[src/rtl/rstgen_pkg.sv]
package rstgen_pkg;
  typedef enum logic [1:0] {
    CAUSE_NONE   = 2'd0,
    CAUSE_WDOG   = 2'd1,
    CAUSE_CLKMON = 2'd2
  } cause_e;

  localparam logic [7:0] SVC_KEY_FIRST  = 8'h55;
  localparam logic [7:0] SVC_KEY_SECOND = 8'hAA;
endpackage

[src/rtl/rg_prescaler.sv]
module rg_prescaler #(
  parameter int PRE_BITS = 15
) (
  input  logic       clk,
  input  logic       rst,
  input  logic       run,
  input  logic       restart,
  input  logic [1:0] rate_sel,
  output logic       tick
);
  logic [PRE_BITS-1:0] pre_q;
  logic [1:0]          post_q;
  logic [1:0]          post_mask;
  logic                base_tick;

  assign base_tick = run && (&pre_q);

  always_comb begin
    case (rate_sel)
      2'd0:    post_mask = 2'b00;
      2'd1:    post_mask = 2'b01;
      default: post_mask = 2'b11;
    endcase
  end

  assign tick = base_tick && ((post_q & post_mask) == post_mask);

  always_ff @(posedge clk) begin
    if (rst || !run || restart) begin
      pre_q  <= '0;
      post_q <= '0;
    end else begin
      pre_q <= pre_q + PRE_BITS'(1);
      if (base_tick) post_q <= post_q + 2'd1;
    end
  end
endmodule

[src/rtl/rg_watchdog.sv]
module rg_watchdog
  import rstgen_pkg::*;
#(
  parameter int CNT_W = 16
) (
  input  logic       clk,
  input  logic       rst,
  input  logic       en,
  input  logic       tick,
  input  logic       svc_wr,
  input  logic [7:0] svc_data,
  output logic       restart,
  output logic       fire
);
  logic [CNT_W-1:0] cnt_q;
  logic             armed_q;

  assign restart = en && svc_wr && armed_q && (svc_data == SVC_KEY_SECOND);
  assign fire    = en && tick && (&cnt_q) && !restart;

  always_ff @(posedge clk) begin
    if (rst || !en) begin
      armed_q <= 1'b0;
    end else if (svc_wr) begin
      armed_q <= (svc_data == SVC_KEY_FIRST);
    end
  end

  always_ff @(posedge clk) begin
    if (rst || !en || restart) begin
      cnt_q <= '0;
    end else if (tick) begin
      cnt_q <= cnt_q + CNT_W'(1);
    end
  end
endmodule

[src/rtl/rg_clkmon.sv]
module rg_clkmon #(
  parameter int WIN         = 256,
  parameter int SYNC_STAGES = 2
) (
  input  logic clk,
  input  logic rst,
  input  logic en,
  input  logic mon_clk,
  output logic fire
);
  localparam int CW = $clog2(WIN) + 1;

  logic [SYNC_STAGES:0] sh_q;
  logic                 edge_seen;
  logic [CW-1:0]        cnt_q;
  logic                 at_limit;

  genvar g;
  generate
    for (g = 0; g <= SYNC_STAGES; g++) begin : g_sync
      if (g == 0) begin : g_first
        always_ff @(posedge clk) begin
          if (rst) sh_q[0] <= 1'b0;
          else     sh_q[0] <= mon_clk;
        end
      end else begin : g_next
        always_ff @(posedge clk) begin
          if (rst) sh_q[g] <= 1'b0;
          else     sh_q[g] <= sh_q[g-1];
        end
      end
    end
  endgenerate

  assign edge_seen = sh_q[SYNC_STAGES] ^ sh_q[SYNC_STAGES-1];
  assign at_limit  = (cnt_q == CW'(WIN - 1));
  assign fire      = en && !edge_seen && at_limit;

  always_ff @(posedge clk) begin
    if (rst || !en || edge_seen || at_limit) begin
      cnt_q <= '0;
    end else begin
      cnt_q <= cnt_q + CW'(1);
    end
  end
endmodule

[src/rtl/rg_stretch.sv]
module rg_stretch #(
  parameter int HOLD = 16
) (
  input  logic clk,
  input  logic rst,
  input  logic load,
  input  logic clear,
  output logic active
);
  localparam int HW = $clog2(HOLD) + 1;

  logic [HW-1:0] cnt_q;
  logic          act_q;

  always_ff @(posedge clk) begin
    if (rst || clear) begin
      cnt_q <= '0;
      act_q <= 1'b0;
    end else if (load) begin
      cnt_q <= HW'(HOLD - 1);
      act_q <= 1'b1;
    end else if (cnt_q != '0) begin
      cnt_q <= cnt_q - HW'(1);
    end else begin
      act_q <= 1'b0;
    end
  end

  assign active = act_q;
endmodule

[src/rtl/rstgen_top.sv]
module rstgen_top
  import rstgen_pkg::*;
#(
  parameter int PRE_BITS    = 15,
  parameter int CNT_W       = 16,
  parameter int WIN         = 256,
  parameter int HOLD        = 16,
  parameter int SYNC_STAGES = 2
) (
  input  logic       clk,
  input  logic       rst,
  input  logic       wd_en,
  input  logic [1:0] wd_rate,
  input  logic       svc_wr,
  input  logic [7:0] svc_data,
  input  logic       cm_en,
  input  logic       mon_clk,
  output logic       req_wd,
  output logic       req_cm,
  output logic [1:0] cause
);
  logic   wd_tick;
  logic   wd_restart;
  logic   wd_fire;
  logic   cm_fire;
  logic   wd_load;
  cause_e cause_q;

  rg_prescaler #(.PRE_BITS(PRE_BITS)) u_pre (
    .clk      (clk),
    .rst      (rst),
    .run      (wd_en),
    .restart  (wd_restart),
    .rate_sel (wd_rate),
    .tick     (wd_tick)
  );

  rg_watchdog #(.CNT_W(CNT_W)) u_wdog (
    .clk      (clk),
    .rst      (rst),
    .en       (wd_en),
    .tick     (wd_tick),
    .svc_wr   (svc_wr),
    .svc_data (svc_data),
    .restart  (wd_restart),
    .fire     (wd_fire)
  );

  rg_clkmon #(.WIN(WIN), .SYNC_STAGES(SYNC_STAGES)) u_cmon (
    .clk     (clk),
    .rst     (rst),
    .en      (cm_en),
    .mon_clk (mon_clk),
    .fire    (cm_fire)
  );

  // A pending clock-monitor request absorbs any watchdog event.
  assign wd_load = wd_fire && !cm_fire && !req_cm;

  rg_stretch #(.HOLD(HOLD)) u_hold_cm (
    .clk    (clk),
    .rst    (rst),
    .load   (cm_fire),
    .clear  (1'b0),
    .active (req_cm)
  );

  rg_stretch #(.HOLD(HOLD)) u_hold_wd (
    .clk    (clk),
    .rst    (rst),
    .load   (wd_load),
    .clear  (cm_fire),
    .active (req_wd)
  );

  always_ff @(posedge clk) begin
    if (rst)          cause_q <= CAUSE_NONE;
    else if (cm_fire) cause_q <= CAUSE_CLKMON;
    else if (wd_load) cause_q <= CAUSE_WDOG;
  end

  assign cause = cause_q;
endmodule

[config.mk]
export PLATFORM = sky130hd
export DESIGN_NAME = rstgen_top
export DESIGN_NICKNAME = d
export VERILOG_FILES = /design/src/rtl/rstgen_pkg.sv /design/src/rtl/rg_prescaler.sv /design/src/rtl/rg_watchdog.sv /design/src/rtl/rg_clkmon.sv /design/src/rtl/rg_stretch.sv /design/src/rtl/rstgen_top.sv
export SDC_FILE = /design/constraint.sdc
export NUM_CORES = 1
export LEC_CHECK = 0
export CAP_MARGIN = 25
export CORE_ASPECT_RATIO = 1.75
export CORE_MARGIN = 5
export CORE_UTILIZATION = 55
export DETAILED_ROUTE_END_ITERATION = 6
export PLACE_DENSITY = 0.8
export SYNTH_ARGS = -nofsm -noshare
export SYNTH_HDL_FRONTEND = slang
export SYNTH_SLANG_ARGS = --single-unit
export TNS_END_PERCENT = 100
[constraint.sdc]
create_clock -name clk -period 2.6 [get_ports clk]
set_input_delay 0.52 -clock clk [delete_from_list [all_inputs] [get_ports clk]]
set_output_delay 0.52 -clock clk [all_outputs]
set_load 0.02 [all_outputs]
# [Yosys cells after proc, flatten, opt, wreduce, memory -nomap -nowiden]
# Index checks and enable logic that the tools add are counted.
[word_totals] regBits=60 latch_bits=0 mem_bits_rw=0 mem_bits_ro=0 in_bits=16 word_cells=76 memories=0
[classes] addsub=6 mul=0 div_mod_pow=0 order_cmp=0 n_eq_ne=7 shift=0 n_mux=11 n_bitwise=2 reduce_logical=34
[ops] cell="16-bit by 1-bit adder with 16-bit output (second input constant)" count=1
[ops] cell="4-bit 2-to-1 mux" count=4
[ops] cell="16-bit AND reduction" count=1
[ops] cell="15-bit by 1-bit adder with 15-bit output (second input constant)" count=1
[ops] cell="15-bit AND reduction" count=1
[ops] cell="1-bit logical AND" count=12
[ops] cell="5-bit nonzero test" count=2
[ops] cell="5-bit by 1-bit subtractor with 5-bit output (second input constant)" count=2
[ops] cell="9-bit by 1-bit adder with 9-bit output (second input constant)" count=1
[ops] cell="9-bit by 8-bit == test with 1-bit output (second input constant)" count=1
[ops] cell="8-bit by 7-bit == test with 1-bit output (second input constant)" count=1
[ops] cell="8-bit == test (second input constant)" count=1
[ops] cell="1-bit logical NOT" count=6
[ops] cell="1-bit logical OR" count=6
[ops] cell="2-bit nonzero test" count=3
[ops] cell="1-bit 2-to-1 mux" count=4
[ops] cell="2-bit 2-to-1 mux" count=2
[ops] cell="2-bit one-hot mux with 2 select lines" count=1
[ops] cell="2-bit OR reduction" count=2
[ops] cell="2-bit by 1-bit adder with 2-bit output (second input constant)" count=1
[ops] cell="2-bit AND" count=1
[ops] cell="2-bit by 1-bit == test with 1-bit output (second input constant)" count=1
[ops] cell="2-bit == test" count=1
[ops] cell="2-bit logical NOT" count=1
[ops] cell="other kinds (3)" count=3

# [Longest topological paths before layout]
# Gate-level depths: netlist of the first run.
[logic_depth] word_depth=12 depth_mapped=8

# [Hierarchy]
# Synthesis of the first run repeated with hierarchy kept, for this count alone.
[hier_totals] hier_cells=302 hier_area_um2=2791.4
[modules_own_cells] module="rg_watchdog" instances=1 cells_each=91 area_each_um2=830.8 seq_area_each_um2=340.3
[modules_own_cells] module="rg_prescaler" instances=1 cells_each=92 area_each_um2=818.3 seq_area_each_um2=340.3
[modules_own_cells] module="rg_stretch" instances=2 cells_each=30 area_each_um2=295.3 seq_area_each_um2=120.1
[modules_own_cells] module="rg_clkmon" instances=1 cells_each=49 area_each_um2=455.4 seq_area_each_um2=240.2
[modules_own_cells] module="rstgen_top" instances=1 cells_each=10 area_each_um2=96.3 seq_area_each_um2=40.0

# [Worst setup path before layout of the first run]
# Ideal clock, no wire load.
[synth_timing] kind="reg2reg" from="reg u_cmon.cnt_q[0]" to="reg cause_q[0], in the netlist cause[0]" setup_ps=76 arrival_time_ps=1823 path_slack_ps=700 path_stages_with_launch=9 period_less_slack_ps=1900 path_cell_list="dfxtp_1 -> ha_1 -> nand2_1 -> nor2_1 -> and3_1 -> ha_1 -> a31oi_1 -> nand3_1 -> o21ai_0"
[synth_between] elab_chain_len=5
[synth_rtl] item="start, declared" line="rg_clkmon.sv:15" source="logic [CW-1:0] cnt_q;"
[synth_rtl] item="start signal, assigned" line="rg_clkmon.sv:43" source="cnt_q <= cnt_q + CW'(1);"
[synth_rtl] item="9-bit by 8-bit == test with 1-bit output *" line="rg_clkmon.sv:36" source="assign at_limit = (cnt_q == CW'(WIN - 1));"
[synth_rtl] item="1-bit logical AND *" line="rg_clkmon.sv:37" source="assign fire = en && !edge_seen && at_limit;"
[synth_rtl] item="1-bit logical NOT" line="rstgen_top.sv:58" source="assign wd_load = wd_fire && !cm_fire && !req_cm;"
[synth_rtl] item="1-bit logical AND (2 in series)" line="rstgen_top.sv:58"
[synth_rtl] item="end signal, assigned" line="rstgen_top.sv:77" source="if (rst) cause_q <= CAUSE_NONE;"
[synth_rtl] item="end signal, assigned" line="rstgen_top.sv:78" source="else if (cm_fire) cause_q <= CAUSE_CLKMON;"
[synth_rtl] item="end signal, assigned" line="rstgen_top.sv:79" source="else if (wd_load) cause_q <= CAUSE_WDOG;"
[synth_rtl] item="end, declared" line="rstgen_top.sv:27" source="cause_e cause_q;"
# Mark *: on every way between the ends. The rest lies on a longest branch, timed or not.
# A chain may end at the register's enable or synchronous reset.

# [Worst setup path in the final report of the first run]
[layout_timing] from="reg u_cmon.cnt_q[0]" to="reg cause_q[1], in the netlist cause[1]"
[layout_between] elab_chain_len=6
[layout_rtl] item="9-bit by 8-bit == test with 1-bit output *" line="rg_clkmon.sv:36"
[layout_rtl] item="1-bit logical AND *" line="rg_clkmon.sv:37"
[layout_rtl] item="1-bit logical NOT" line="rstgen_top.sv:58"
[layout_rtl] item="1-bit logical AND (2 in series)" line="rstgen_top.sv:58"
[layout_rtl] item="2-bit nonzero test (no line)"
# Marked as above.

==> results of run 1 <==
-- power breakdown --
| part | leakage [uW] | internal [uW] | switching [uW] | total, uW |
|---|---|---|---|---|
| clock | 0.0000979 | 497 | 333 | 830 |
| combinational | 0.000581 | 124 | 116 | 241 |
| sequential | 0.000485 | 956 | 25.0 | 981 |
| total | 0.00116 | 1580 | 475 | 2050 |
-- sequential cells by signal, indices dropped and copies added (netlist names) --
register	count
u_pre.post_q	2
u_hold_cm.cnt_q	5
u_wdog.armed_q	1
u_hold_wd.cnt_q	5
u_hold_cm.active	1
u_pre.pre_q	15
u_hold_wd.active	1
u_cmon.sh_q	3
u_wdog.cnt_q	16
cause	2
u_cmon.cnt_q	9
-- Yosys cell counts, types with 3 or more instances --
cell and instances:
or3_1 8, nand4_1 11, and4_1 5, mux2i_1 12
nand3_1 23, nor2b_1 3, xor2_1 6, dfxtp_1 60
a21oi_1 16, o21ai_0 13, nor4_1 9, o31ai_1 3
ha_1 8, and2_1 3, nor4bb_1 3, nand2_1 32
inv_1 15, and3_1 3, buf_2 3, nor2_1 28
or4_1 3, nor3b_1 3, xnor2_1 14, nand2b_1 12
nor3_1 12, o21a_1 3, clkbuf_1 5, a31oi_1 3
-- per-stage QoR --
stage	hold slack, ns	setup WS, ns	power [uW]	utilization [%]	std cells
2_1_floorplan	0.414	0.700	1180	-	333
3_3_place_gp	0.425	0.414	1230	62.4	404
3_5_place_dp	0.438	0.351	1240	62.4	404
4_1_cts	0.452	0.482	2060	66.3	420
5_1_grt	0.471	0.333	2150	66.3	420
6_report	0.448	0.477	2050	66.3	420
-- per-layer routing --
layer / global-route usage, % / vias up / wire length, um
met5: 0 / - / 0
met4: 9.08 / 0 / 130
met3: 4.90 / 13 / 169
met2: 36.5 / 35 / 3480
met1: 17.8 / 1176 / 2240
li1: - / 1243 / -
-- worst paths after layout --
check / startpoint / endpoint / slack, ns / cells after the start
max: u_cmon.cnt_q[0] / cause[1] / 0.48 / 8
min reg2reg: u_cmon.sh_q[0] / u_cmon.sh_q[1] / 0.45 / 1
min: u_cmon.sh_q[0] / u_cmon.sh_q[1] / 0.45 / 1
max reg2reg: u_cmon.cnt_q[0] / cause[1] / 0.48 / 8
-- layout by cell type (no fill, tap or decap), types with 5 or more instances in the layout --
cell type and n:
nor3_1 12, buf_4 8, inv_1 15, clkbuf_8 11
a21oi_1 16, mux2i_1 12, dfxtp_1 60, ha_1 8
nand3_1 23, nand4_1 11, nor2_1 28, xnor2_1 14
xor2_1 6, o21ai_0 13, and4_1 5, nand2b_1 12
nor4_1 9, nand2_1 32, clkdlybuf4s50_1 19, or3_1 8
-- final cells by class --
class                           count  area (um^2)  area share (%)
Multi-Input combinational cell    248         1560            46.7
Sequential cell                    60         1200            36.1
Timing Repair Buffer               27          250            7.52
Clock buffer                       15          166            5.00
Tap cell                           54         67.6            2.03
Inverter                           15         56.3            1.69
Clock inverter                      1         30.0           0.903
-- kinds of logic (layout without fill, tap and decap cells) --
logic type,count (synthesis),in the layout,share of synthesized area [%]
AOI/OAI and AO/OA,42,42,8.59
xor gates and xnor gates,20,20,6.14
adders and majority gates,8,8,3.51
buffers and inverters,25,58,3.68
DFF,60,60,42.1
muxes,14,14,5.00
and+or+nand+nor,164,164,31.0
-- worst max-delay path: cells and delay by family, from the launching register on --
| family | cells | cell delay [ns] |
|---|---|---|
| AOI/OAI and AO/OA | 1 | 0.25 |
| adders and majority gates | 2 | 0.42 |
| DFF | 1 | 0.35 |
| and+or+nand+nor | 5 | 1.00 |
==> results.toml, run 1 <==
[outcome]
status = "finished clean"

[clock_tree]
cts_sinks = 60
hold_buffers = 0
clk_pin_slew_worst_paths_ns = 0.06
insertion_delay_ns = 0.33
cts_buffers = 9
cts_tree = "yes"
postCtsSetupBuffers = 0
cts_buffer_depth = 2
root_buffer = "clkbuf_8"
cts-resized-gates = 0
htreeDepth = 3

[die]
row_count = 34
start_util_pct = 56.9
ioPinCount = 20
core_um2 = 5020
dieArea_um2 = 6790
fp.dieH_um = 105
die_w_um = 64.5

[pwr]
leakagePower_uw = 0.00116
p_per_area_nw_per_um2 = 617
vdd_drop_max_mv = 0.371

[placed_design]
place.gp.congestion = 0.825
place_area_um2 = 3130
port_buffers = 19
hpwlAfterDp_um = 4410

[timing]
rsz0062_at_grt = "no"
finalHoldViolations = 0
fin_crit_ns = 2.12
slew_viol_final = 0
relSlewSlack_pct = 53.6
layout_worst_path_cycle_share_pct = 81.7
fmax_mhz = 471
tns_ns = 0
setup_viol = 0
fin_skew_ns = 0.00919
tightest_slew_ns = 0.687

[detailed_routing]
routed_wl_um = 6020
drtPass1Iterations = 4
via_per_inst = 5.87
drt_iter0_drc = 77
final_antenna_net_count = 0
drc = 0
vias = 2467
wl_per_cell_um = 14.3

[finish]
antenna-diode-count = 0
nets = 385
fin_area_um2 = 3330
drive_gt1_share_pct = 7.38
fillers = 421
area_delta_synth_final_pct = 16.5

[setup_path]
crit_chain = "ha_1, nand2_1, nor2_1, and3_1, ha_1, nand3_1, and4_1, a221oi_1"
cp_common_cell = "ha_1"
slowest_stage = "dfxtp_1"
critPathMaxFanout = 8
cp.required_ns = 2.83
cp_data_arrival_time_ns = 2.36
crit_path_max_incr_delay_ns = 0.35
crit_type = "flip-flop to flip-flop"
cp-end-kind = "flip-flop"
startpoint_type = "flip-flop"

[global_routing]
antenna_found_initial = 0
grt_pass1_wl_um = 10200
grt_overflow_total = 0
grt_pass1_vias = 2457
grt.total_usage_pct = 18.9
grt_max_degree = 26

[logic_synthesis]
yosys-top-cells-area = "dfxtp_1 (42%), xnor2_1 (4.3%), mux2i_1 (4.2%)"
synth_nets = 357
ys_types = 41
async_flop_share_pct = 0
avgSynthCellArea_um2 = 8.57
ys_seq_elements = 60
synth_edf_count = 0
yosysSeqAreaShare_pct = 42.1
yosysTopAreaCell = "dfxtp_1"
synth_top_area_share_pct = 42.1
syn-cell-area_um2 = 2860
ys_warn_count = 0
syn_inst = 333
synth-main-ff-cell = "dfxtp_1"

[job]
maxCapViolCount = 0

[hold_path]
hp-class = "flip-flop to flip-flop"
(Power assumes the default switching activity.)
==> run 2, diff against run 1 <==
Settings changed: CORE_UTILIZATION 55 to 52.
Clock period 2.6 ns to 1.8 ns, I/O delays scaled along.
==> run 2 against run 1 <==
Via count increased by 7.7%; sequential power increased by 45%; sequential cell count unchanged; critical path type unchanged; largest cell class unchanged.
==> results.toml, run 2 (same netlist as run 1, synthesis figures left out) <==
[timing]
finalHoldViolations = 0
fmax_mhz = 567
hold_slack_ns = 0.450
fin_skew_ns = 0.00705
setup_viol = 0
layout_worst_path_cycle_share_pct = 98.0
slew_viol_final = 0
relSlewSlack_pct = 58.0
tightest_slew_ns = 0.625
fin_crit_ns = 1.76
rsz0062_at_grt = "yes"
worst_slack_ns = 0.0366

[clock_tree]
htreeDepth = 3
cts_buffer_depth = 2
root_buffer = "clkbuf_8"
hold_buffers = 0
cts_tree = "yes"
cts_buffers = 9
clk_pin_slew_worst_paths_ns = 0.07
cts_sinks = 60
insertion_delay_ns = 0.35

[detailed_routing]
drc = 0
routed_wl_um = 7090
via_per_inst = 5.59
vias = 2656
wl_per_cell_um = 14.9
drtPass1Iterations = 4
final_antenna_net_count = 0
drt_iter0_drc = 123

[die]
die_w_um = 66.0
core_um2 = 5300
start_util_pct = 53.9
ioPinCount = 20
fp.dieH_um = 108
row_count = 35
dieArea_um2 = 7130

[finish]
antenna-diode-count = 0
largest_register = "u_wdog.cnt_q"
nets = 420
area_delta_synth_final_pct = 34.1
drive_gt1_share_pct = 21.4
fillers = 369
layout_common_cells = "dfxtp_1 (57), buf_4 (38), nand2_1 (32), nor2_1 (27)"
largest_reg_flops = 16
largestRegisters = "u_wdog.cnt_q: 16 flops, u_pre.pre_q: 15 flops, u_cmon.cnt_q: 9 flops"
final_common_cell = "dfxtp_1"

[global_routing]
grt_overflow_total = 0
grt_pass1_vias = 2637
grt_max_degree = 26
grt.total_usage_pct = 20.7
antenna_found_initial = 0
grt_pass1_wl_um = 11400

[pwr]
p_seq_share_pct = 44.5
p_per_area_nw_per_um2 = 832
vdd_drop_max_mv = 0.630
power_switching_uw = 771
p_int_uw = 2410
switching_share_pct = 24.2
leakagePower_uw = 0.00138
clock_power_share_pct = 43.1
power_uw = 3190
power_frac_comb_pct = 12.3

[setup_path]
critical_path_buf_inv_count = 1
crit_type = "flip-flop to flip-flop"
cpLargestDelayFamily = "simple AND/OR/NAND/NOR gates"
startpoint_type = "flip-flop"
critPathMaxFanout = 4
cp.required_ns = 2.08
cp-end-kind = "flip-flop"
crit_path_max_incr_delay_ns = 0.56
slowest_stage = "or4_4"
crit_chain = "nand3_2, buf_4, or4_4, or3_1, a21oi_1"
cp_data_arrival_time_ns = 2.05

[placed_design]
port_buffers = 19
dp_slack_ns = -0.173
place.gp.congestion = 0.842
hpwlAfterDp_um = 4930

[hold_path]
hp-class = "flip-flop to flip-flop"

[job]
maxCapViolCount = 0

[outcome]
status = "finished clean"
run 2: cell type report:
class	count	area, um^2	area share [%]
Clock inverter	5	85.1	2.22
Tap cell	74	92.6	2.42
Timing Repair Buffer	62	558	14.6
Clock buffer	11	141	3.69
Sequential cell	60	1200	31.5
Multi-Input combinational cell	248	1690	44.2
Inverter	15	56.3	1.47
run 2: timing repair:
action                     CTS  global route
pin swaps                    2             6
gates resized for setup      8            22
setup buffers                1             1
setup endpoints to repair   17            29
run 2: layer usage:
layer  track usage [%]  wire length (um)
met5                 0                 0
met2              39.8              4110
met4              10.3               211
met1              19.8              2570
met3              4.68               203
run 2: worst reg2reg max path: cells and delay by family, from the launching register on:
family	cells	cell delay, ns
AND/OR/NAND/NOR	3	1.02
buffers and inverters	1	0.16
flip-flops	1	0.40
AO/OA/AOI/OAI	1	0.12
run 2: through the flow:
stage / instances / TNS, ns / utilization (%) / instance area (um^2)
4_1_cts: 474 / -0.0593 / 70.2 / 3720
3_3_place_gp: 457 / -4.65 / 65.1 / 3450
6_report: 475 / 0 / 72.3 / 3830
3_5_place_dp: 457 / -5.33 / 65.1 / 3450
2_1_floorplan: 333 / 0 / - / 2870
5_1_grt: 475 / -0.0832 / 72.3 / 3830
run 2: power by group through the flow:
stage / clock [uW] / combinational [uW] / sequential, uW
final: 1370 / 393 / 1420
after global routing: 1440 / 438 / 1420
after CTS: 1390 / 374 / 1420
after detailed placement: 0 / 370 / 1450
after global placement: 0 / 357 / 1450
after floorplan: 0 / 270 / 1440
run 2: final timing paths:
check / cells past startpoint / start / to / slack, ns
max reg2reg: 5 / u_pre.pre_q[13] / u_wdog.cnt_q[4] / 0.04
min: 1 / u_cmon.sh_q[0] / u_cmon.sh_q[1] / 0.45
max: 5 / u_pre.pre_q[13] / u_wdog.cnt_q[4] / 0.04
min reg2reg: 1 / u_cmon.sh_q[0] / u_cmon.sh_q[1] / 0.45
==> run 3, diff against run 2 <==
Settings changed: CORE_MARGIN 5 to not set.
==> run 3 against run 2 <==
Critical path depth stayed put; global-route usage is 3.2 points higher; clock power is 18% lower; sequential cell count stayed put; non-clock buffer count is 1 higher; setup slack hardly changed; count of clock-buffer cells in the layout is 2 higher; sequential share of layout area is 1.2 points higher; design area is 3.5% lower; combinational power is 6.4% lower; clock skew hardly changed; largest power group unchanged.
==> results.toml, run 3 (same netlist as run 1, synthesis figures left out) <==
[outcome]
status = "finished clean"

[clock_tree]
clk_pin_slew_worst_paths_ns = 0.06
cts_sinks = 60
insertion_delay_ns = 0.35
cts_tree = "yes"
cts_buffers = 9
hold_buffers = 0
cts_buffer_depth = 2
root_buffer = "clkbuf_8"
htreeDepth = 3

[setup_path]
crit_type = "flip-flop to flip-flop"
cp.required_ns = 2.07
cp-end-kind = "flip-flop"
reg2reg_depth = 5
critPathMaxFanout = 8
startpoint_type = "flip-flop"
cp_data_arrival_time_ns = 2.04

[placed_design]
port_buffers = 19
dp.cells = 438
hpwlAfterDp_um = 4580
place_area_um2 = 3410
place.gp.congestion = 0.865

[global_routing]
grt.total_usage_pct = 23.9
grt_max_degree = 26
grt_overflow_total = 0
grt_pass1_vias = 2601
grt_pass1_wl_um = 10700
antenna_found_initial = 0

[pwr]
vdd_drop_max_mv = 0.533
power_uw = 2920
leakagePower_uw = 0.00135
p_per_area_nw_per_um2 = 790

[finish]
nets = 421
area_delta_synth_final_pct = 29.5
layout_common_cells = "dfxtp_1 (56), buf_4 (40), nand2_1 (32), nor2_1 (27), nand3_1 (22)"
seq_area_um2 = 1210
largestRegisters = "u_wdog.cnt_q: 16 flops, u_pre.pre_q: 15 flops, u_cmon.cnt_q: 9 flops"
fillers = 412
antenna-diode-count = 0
fin_cells = 457
fin_area_um2 = 3700
largest_reg_flops = 16
multi_input_area_um2 = 1620
final_common_cell = "dfxtp_1"
largest_register = "u_wdog.cnt_q"
drive_gt1_share_pct = 20.1

[timing]
relSlewSlack_pct = 71.0
fin_crit_ns = 1.76
finalHoldViolations = 0
slew_viol_final = 0
layout_worst_path_cycle_share_pct = 98.0
setup_viol = 0
tns_ns = 0
tightest_slew_ns = 0.430
fin_skew_ns = 0.00748
fmax_mhz = 567

[die]
dieArea_um2 = 5800
die_w_um = 58.0
row_count = 35
ioPinCount = 20
start_util_pct = 54.3
fp.dieH_um = 100
core_um2 = 5260

[job]
maxCapViolCount = 0

[detailed_routing]
wl_per_cell_um = 14.0
drc = 0
vias = 2655
final_antenna_net_count = 0
via_per_inst = 5.81
routed_wl_um = 6380
drtPass1Iterations = 6
drt_iter0_drc = 95

[hold_path]
hp-class = "flip-flop to flip-flop"
min_path_cells = 1
[run 3: cell types whose count changed in the layout (fill, tap and decap cells not counted), sizes merged]
cell / change
bufinv: -2
clkbuf: +2
clkinvlp: +1
buf: +1
clkinv: -1
[run 3: metal layers]
layer	GRT usage (%)	wire (um)	part of all wire, %	up-vias
li1	-	-	-	1316
met1	22.5	2400	38	1271
met2	45.0	3600	56	49
met3	7.09	214	3.4	19
met4	11.9	168	2.6	0
met5	0	0	0	-
[run 3: final cells by class]
class,count,area share (%)
clock inverters,3,0.541
multi-input cells,248,43.9
inverters,15,1.52
well taps,55,1.86
repair buffers,63,15.0
clock buffers,13,4.57
flip-flops and latches,60,32.6
[run 3: worst paths after layout]
kind,slack [ns],endpoint,startpoint
setup / recovery,0.04,u_wdog.cnt_q[3],u_pre.pre_q[0]
hold / removal,0.46,u_cmon.sh_q[1],u_cmon.sh_q[0]
setup reg to reg,0.04,u_wdog.cnt_q[3],u_pre.pre_q[0]
hold reg to reg,0.46,u_cmon.sh_q[1],u_cmon.sh_q[0]
[run 3: stage by stage]
stage / setup slack (ns) / util (%) / hold WS, ns
global placement: -0.188 / 65.0 / 0.438
floorplan: 0.0101 / - / 0.404
detailed placement: -0.189 / 65.0 / 0.444
finish: 0.0364 / 70.4 / 0.456
CTS: 0.00861 / 69.4 / 0.457
global route: -0.0204 / 70.4 / 0.479
[run 3: what timing repair did]
item                                    CTS  global route
resized for setup                         4            16
pin swaps                                 1             6
endpoints found under the setup margin   10            15
hold endpoints to repair                  0             0
buffers inserted                          3             0
gates cloned                              0             0
[run 3: critical path, stage by stage, from the launching register on]
cell	delay, ns
dfxtp_2	0.35
ha_4	0.15
nand4_2	0.09
or3_4	0.44
or4_1	0.52
a21oi_1	0.15
[run 3: power by group]
part	internal, uW	switching (uW)	total (uW)
sequential	1380	38.1	1420
combinational	196	171	368
clock	610	522	1130
total	2190	732	2920
